[src/rtl/alu_flag_unit.sv]
module alu_flag_unit #(
  parameter int DW = 8
) (
  input  logic                  clk,
  input  logic                  rst_n,
  input  logic [3:0]            op,
  input  logic [2*DW-1:0]       opa,
  input  logic [2*DW-1:0]       opb,
  input  logic [$clog2(DW)-1:0] bit_sel,
  input  logic [7:0]            flags_in,
  output logic [2*DW-1:0]       res,
  output logic [7:0]            flags_out,
  output logic                  wr_en
);
  localparam int PW = 2 * DW;
  localparam logic [3:0] OP_AND8 = 4'd1, OP_AND16 = 4'd2, OP_CMP = 4'd3,
                         OP_INC8 = 4'd4, OP_DEC8 = 4'd5, OP_INC16 = 4'd6,
                         OP_DEC16 = 4'd7, OP_CPL = 4'd8, OP_CCF = 4'd9,
                         OP_BIT = 4'd10, OP_BOOL = 4'd11;
  localparam logic [7:0] KEEP = 8'hC5;

  logic [DW-1:0] a8, b8, and8, inc8, dec8;
  logic [DW:0]   diff;
  logic [PW-1:0] and16, bool16, r_nx;
  logic [7:0]    f_in, f_nx;
  logic          we_nx;

  assign a8     = opa[DW-1:0];
  assign b8     = opb[DW-1:0];
  assign and8   = a8 & b8;
  assign inc8   = a8 + 1'b1;
  assign dec8   = a8 - 1'b1;
  assign diff   = {1'b0, a8} - {1'b0, b8};
  assign and16  = opa & opb;
  assign bool16 = {{(PW-1){1'b0}}, |opa};
  assign f_in   = flags_in & KEEP;

  function automatic logic [7:0] sz8(input logic [DW-1:0] v, input logic lv, input logic c);
    return {v[DW-1], ~|v, 3'b000, lv, 1'b0, c};
  endfunction

  function automatic logic [7:0] sz16(input logic [PW-1:0] v, input logic lv, input logic c);
    return {v[PW-1], ~|v, 3'b000, lv, 1'b0, c};
  endfunction

  always_comb begin
    r_nx  = '0;
    f_nx  = f_in;
    we_nx = 1'b0;
    case (op)
      OP_AND8: begin
        r_nx  = {{DW{1'b0}}, and8};
        f_nx  = sz8(and8, |and8[DW-1:DW-4], 1'b0);
        we_nx = 1'b1;
      end
      OP_AND16: begin
        r_nx  = and16;
        f_nx  = sz16(and16, |and16[PW-1:PW-4], 1'b0);
        we_nx = 1'b1;
      end
      OP_CMP:
        f_nx = sz8(diff[DW-1:0],
                   (a8[DW-1] ^ b8[DW-1]) & (diff[DW-1] ^ a8[DW-1]), diff[DW]);
      OP_INC8: begin
        r_nx  = {{DW{1'b0}}, inc8};
        f_nx  = sz8(inc8, ~a8[DW-1] & inc8[DW-1], f_in[0]);
        we_nx = 1'b1;
      end
      OP_DEC8: begin
        r_nx  = {{DW{1'b0}}, dec8};
        f_nx  = sz8(dec8, a8[DW-1] & ~dec8[DW-1], f_in[0]);
        we_nx = 1'b1;
      end
      OP_INC16: begin
        r_nx  = opa + 1'b1;
        we_nx = 1'b1;
      end
      OP_DEC16: begin
        r_nx  = opa - 1'b1;
        we_nx = 1'b1;
      end
      OP_CPL: begin
        r_nx  = {{DW{1'b0}}, ~a8};
        we_nx = 1'b1;
      end
      OP_CCF:  f_nx[0] = ~f_in[0];
      OP_BIT:  f_nx[6] = ~a8[bit_sel];
      OP_BOOL: begin
        r_nx  = bool16;
        f_nx  = sz16(bool16, 1'b0, 1'b0);
        we_nx = 1'b1;
      end
      default: ;
    endcase
  end

  always_ff @(posedge clk) begin
    if (!rst_n) begin
      res       <= '0;
      flags_out <= '0;
      wr_en     <= 1'b0;
    end else begin
      res       <= r_nx;
      flags_out <= f_nx;
      wr_en     <= we_nx;
    end
  end
endmodule


[config.mk]
export PLATFORM = sky130hd
export DESIGN_NAME = alu_flag_unit
export DESIGN_NICKNAME = d
export VERILOG_FILES = /design/src/rtl/alu_flag_unit.sv
export SDC_FILE = /design/constraint.sdc
export NUM_CORES = 1
export LEC_CHECK = 0
export ABC_AREA = 1
export BUFFER_PORTS_ARGS = -buffer_cell sky130_fd_sc_hd__buf_2
export CORE_MARGIN = 4
export CORE_UTILIZATION = 53
export DETAILED_ROUTE_END_ITERATION = 6
export GPL_TIMING_DRIVEN = 0
export MAX_ROUTING_LAYER = met4
export PLACE_DENSITY_LB_ADDON = 0.05
export SYNTH_ARGS = -nofsm -noshare
export SYNTH_HDL_FRONTEND = slang
export SYNTH_SLANG_ARGS = --single-unit
export TNS_END_PERCENT = 20
[constraint.sdc]
create_clock -name clk -period 3.1 [get_ports clk]
set_input_delay 0.31 -clock clk [delete_from_list [all_inputs] [get_ports clk]]
set_output_delay 0.31 -clock clk [all_outputs]
set_load 0.02 [all_outputs]
==> impl_metrics.env <==
export IMPL_status="complete, no violations"
export IMPL_final_period_utilization_pct=69.9
export IMPL_first_pass_grt_wire_length_mm=15.7
export IMPL_h_tree_depth=1
export IMPL_synth_top_cell_area_share_pct=15.6
export IMPL_route_antenna_remaining_nets=0
export IMPL_cts_max_path_buffers=2
export IMPL_drc=0
export IMPL_yosysTopAreaCell="sky130_fd_sc_hd__nand2_1"
export IMPL_tritoncts="done"
export IMPL_origin_of_the_worst_min_delay_path="flags_in[6]"
export IMPL_worst_pin_slew_ns=0.657
export IMPL_synthesis_instances=490
export IMPL_final_setup_tns_ns=0
export IMPL_unrepaired_setup_endpoints_after_global_routing="no"
export IMPL_crit_path_max_fanout=11
export IMPL_synth_cells_most_frequent="sky130_fd_sc_hd__nand2_1 (124), sky130_fd_sc_hd__inv_1 (61), sky130_fd_sc_hd__nor2_1 (48), sky130_fd_sc_hd__nand3_1 (44), sky130_fd_sc_hd__ha_1 (25)"
export IMPL_numCtsBuffers=3
export IMPL_start_kind="input pin"
export IMPL_grt_antenna_before_repair=0
export IMPL_global_route_usage_total_pct=28.1
export IMPL_yosys_warnings=0
export IMPL_number_of_synthesized_flops_with_an_enable_pin=0
export IMPL_core_mm2=0.00551
export IMPL_tritonroute_pass_1_iters=6
export IMPL_synthesis_area_per_instance_um2=6.11
export IMPL_max_slew_margin_pct=55.8
export IMPL_synth_async_sr_flop_share_pct=0
export IMPL_vias=3493
export IMPL_cts_num_sinks=21
export IMPL_largest_net_degree_at_the_start_of_global_routing=13
export IMPL_fp_dieW_um=83.1
export IMPL_finalSetupViolations=0
export IMPL_routed_via_density=5.51
export IMPL_cts_setup_buffers=0
export IMPL_arr_time_crit_path_ns=2.38
export IMPL_post_synth_top_count_cell="sky130_fd_sc_hd__nand2_1"
export IMPL_antenna_cells=0
export IMPL_synthFlopType="sky130_fd_sc_hd__dfxtp_1"
export IMPL_hold_viol=0
export IMPL_maxSlewViolCount=0
export IMPL_gp_congestion=1.02
export IMPL_post_synth_instance_area_mm2=0.00299
export IMPL_layout_cell_area_non_filler_mm2=0.00346
export IMPL_yosysUniqueCellTypes=50
export IMPL_clk_pin_slew_ns=0.09
export IMPL_power_static_leakage_nw=1.85
export IMPL_finalCoreUtilization_pct=62.9
export IMPL_dpl_instance_area_mm2=0.00342
export IMPL_port_buffers=65
export IMPL_die_height_um=83.1
export IMPL_hold_path_endpoint="flags_out[6]$_SDFF_PN0_"
export IMPL_cts_hold_buf=0
export IMPL_maxCapViolCount=0
export IMPL_final_net_count=637
export IMPL_syn2layout_area_growth_pct=15.8
export IMPL_cts_resized=0
export IMPL_maximum_vdd_ir_drop_mv=0.154
export IMPL_fp_row_count=27
export IMPL_die_area_mm2=0.00691
export IMPL_route_final_wire_length_mm=9.51
export IMPL_required_ns=3.31
export IMPL_report_power_total_w=0.000860
export IMPL_holdCritPathClass="input pin to flop"
export IMPL_dp_final_hpwl_mm=7.96
export IMPL_netlist_top_cells_area="sky130_fd_sc_hd__nand2_1 (16%), sky130_fd_sc_hd__dfxtp_1 (14%), sky130_fd_sc_hd__ha_1 (10%), sky130_fd_sc_hd__inv_1 (7.7%), sky130_fd_sc_hd__nand3_1 (7.4%)"
export IMPL_post_route_cells_drive_above_1_share_pct=21.4
export IMPL_initial_utilization_pct=54.3
export IMPL_io_pins=74
export IMPL_postSynthRegisterBits=21
export IMPL_fin_crit_ns=2.17
export IMPL_cts_root_buf="sky130_fd_sc_hd__clkbuf_8"
export IMPL_globalRoute_totalOverflow=0
export IMPL_count_of_cells_along_the_worst_hold_path=3
export IMPL_power_density_over_the_cells_mw_per_mm2=248
export IMPL_timing_limited_maximum_frequency_mhz=461
export IMPL_synth_seq_area_share_pct=14.1
export IMPL_wl_per_instance_um=15.0
export IMPL_cp_end_kind="flop"
export IMPL_detail_route_iter0_violations=246
export IMPL_timing_worst_setup_path_type="input pin to flop"
export IMPL_first_global_vias=3252
==> kinds of logic after synthesis <==
kind of cell	count (synthesis)	synth area share (%)
buffers and inverters	82	11.6
other	1	0.125
AND/OR/NAND/NOR	272	43.0
flip-flops	21	14.1
AO/OA/AOI/OAI	72	15.5
XOR/XNOR	17	5.23
adder cells (fa/ha/maj)	25	10.5
==> routing by layer <==
metal | global-route usage (%) | part of all wire, %
met1 | 36.3 | 44
met2 | 45.6 | 46
met3 | 4.86 | 8.2
met4 | 7.28 | 2.2
met5 | - | 0
==> cell usage in the layout, fill, tap and decap left out, types with 2 or more instances in the layout <==
cell type	count
sky130_fd_sc_hd__nand3b_1	4
sky130_fd_sc_hd__nor2_4	3
sky130_fd_sc_hd__nor2_2	4
sky130_fd_sc_hd__o21ai_0	14
sky130_fd_sc_hd__inv_2	5
sky130_fd_sc_hd__o211ai_1	2
sky130_fd_sc_hd__inv_1	61
sky130_fd_sc_hd__a22o_1	3
sky130_fd_sc_hd__nand2_2	12
sky130_fd_sc_hd__clkbuf_8	3
sky130_fd_sc_hd__dfxtp_1	21
sky130_fd_sc_hd__nand4_1	4
sky130_fd_sc_hd__a221oi_1	5
sky130_fd_sc_hd__o31ai_1	2
sky130_fd_sc_hd__a31oi_1	3
sky130_fd_sc_hd__nand2_4	8
sky130_fd_sc_hd__conb_1	4
sky130_fd_sc_hd__o22ai_1	3
sky130_fd_sc_hd__buf_4	4
sky130_fd_sc_hd__nand2_1	124
sky130_fd_sc_hd__nor3_1	9
sky130_fd_sc_hd__buf_6	3
sky130_fd_sc_hd__xnor2_1	2
sky130_fd_sc_hd__a21boi_0	3
sky130_fd_sc_hd__nand3_2	2
sky130_fd_sc_hd__clkinv_1	6
sky130_fd_sc_hd__nor4_1	5
sky130_fd_sc_hd__buf_2	67
sky130_fd_sc_hd__xor2_1	14
sky130_fd_sc_hd__nor2_1	48
sky130_fd_sc_hd__a211oi_1	2
sky130_fd_sc_hd__ha_1	25
sky130_fd_sc_hd__or2_2	2
sky130_fd_sc_hd__a21oi_1	23
sky130_fd_sc_hd__nand3_1	44
sky130_fd_sc_hd__o21bai_1	2
==> power breakdown <==
group	internal (W)	switching (W)
logic	0.000132	0.000251
clock network	0.0000898	0.000101
registers	0.000283	0.00000272
==> how the worst max path moves through the flow <==
stage / from / endpoint / slack [ns] / cells after the start
5_1_grt: op[3] / res[12]$_SDFF_PN0_ / 0.76 / 15
3_3_place_gp: op[3] / res[12]$_SDFF_PN0_ / 0.73 / 15
6_report: op[3] / res[12]$_SDFF_PN0_ / 0.93 / 15
4_1_cts: op[3] / res[12]$_SDFF_PN0_ / 0.98 / 15
3_5_place_dp: op[3] / res[12]$_SDFF_PN0_ / 0.71 / 15
2_1_floorplan: op[3] / res[14]$_SDFF_PN0_ / 1.25 / 13
==> critical path, cell delays in order <==
cell                       delay [ns]
sky130_fd_sc_hd__buf_2           0.13
sky130_fd_sc_hd__inv_2           0.08
sky130_fd_sc_hd__nand2_2         0.12
sky130_fd_sc_hd__nor2_8          0.22
sky130_fd_sc_hd__buf_6           0.20
sky130_fd_sc_hd__ha_1            0.29
sky130_fd_sc_hd__inv_1           0.18
sky130_fd_sc_hd__o21bai_1        0.13
sky130_fd_sc_hd__a21oi_1         0.15
sky130_fd_sc_hd__nand2_1         0.08
sky130_fd_sc_hd__inv_2           0.06
sky130_fd_sc_hd__nand2_1         0.05
sky130_fd_sc_hd__nand2_1         0.05
sky130_fd_sc_hd__nand3_1         0.15
sky130_fd_sc_hd__a21oi_2         0.16
==> sequential cells by signal, indices dropped and copies added (netlist names) <==
| signal | cells |
|---|---|
| res | 16 |
| flags_out | 4 |
| wr_en | 1 |
==> final cells by class <==
class / instances / area, um2
tap: 72 / 90.1
sequential: 21 / 420
clock buffer: 3 / 41.3
buffer: 10 / 77.6
multi-input combinational: 390 / 2230
fill: 574 / 2040
clock inverter: 1 / 5.00
inverter: 72 / 270
timing repair buffer: 65 / 325
==> per-stage QoR <==
step | setup slack (ns) | cells | hold slack (ns)
4_1_cts | 0.980 | 634 | 0.309
3_5_place_dp | 0.708 | 630 | 0.587
2_1_floorplan | 1.25 | 493 | 0.448
5_1_grt | 0.762 | 634 | 0.322
3_3_place_gp | 0.728 | 630 | 0.581
6_report | 0.933 | 634 | 0.316
(Power assumes the default switching activity.)
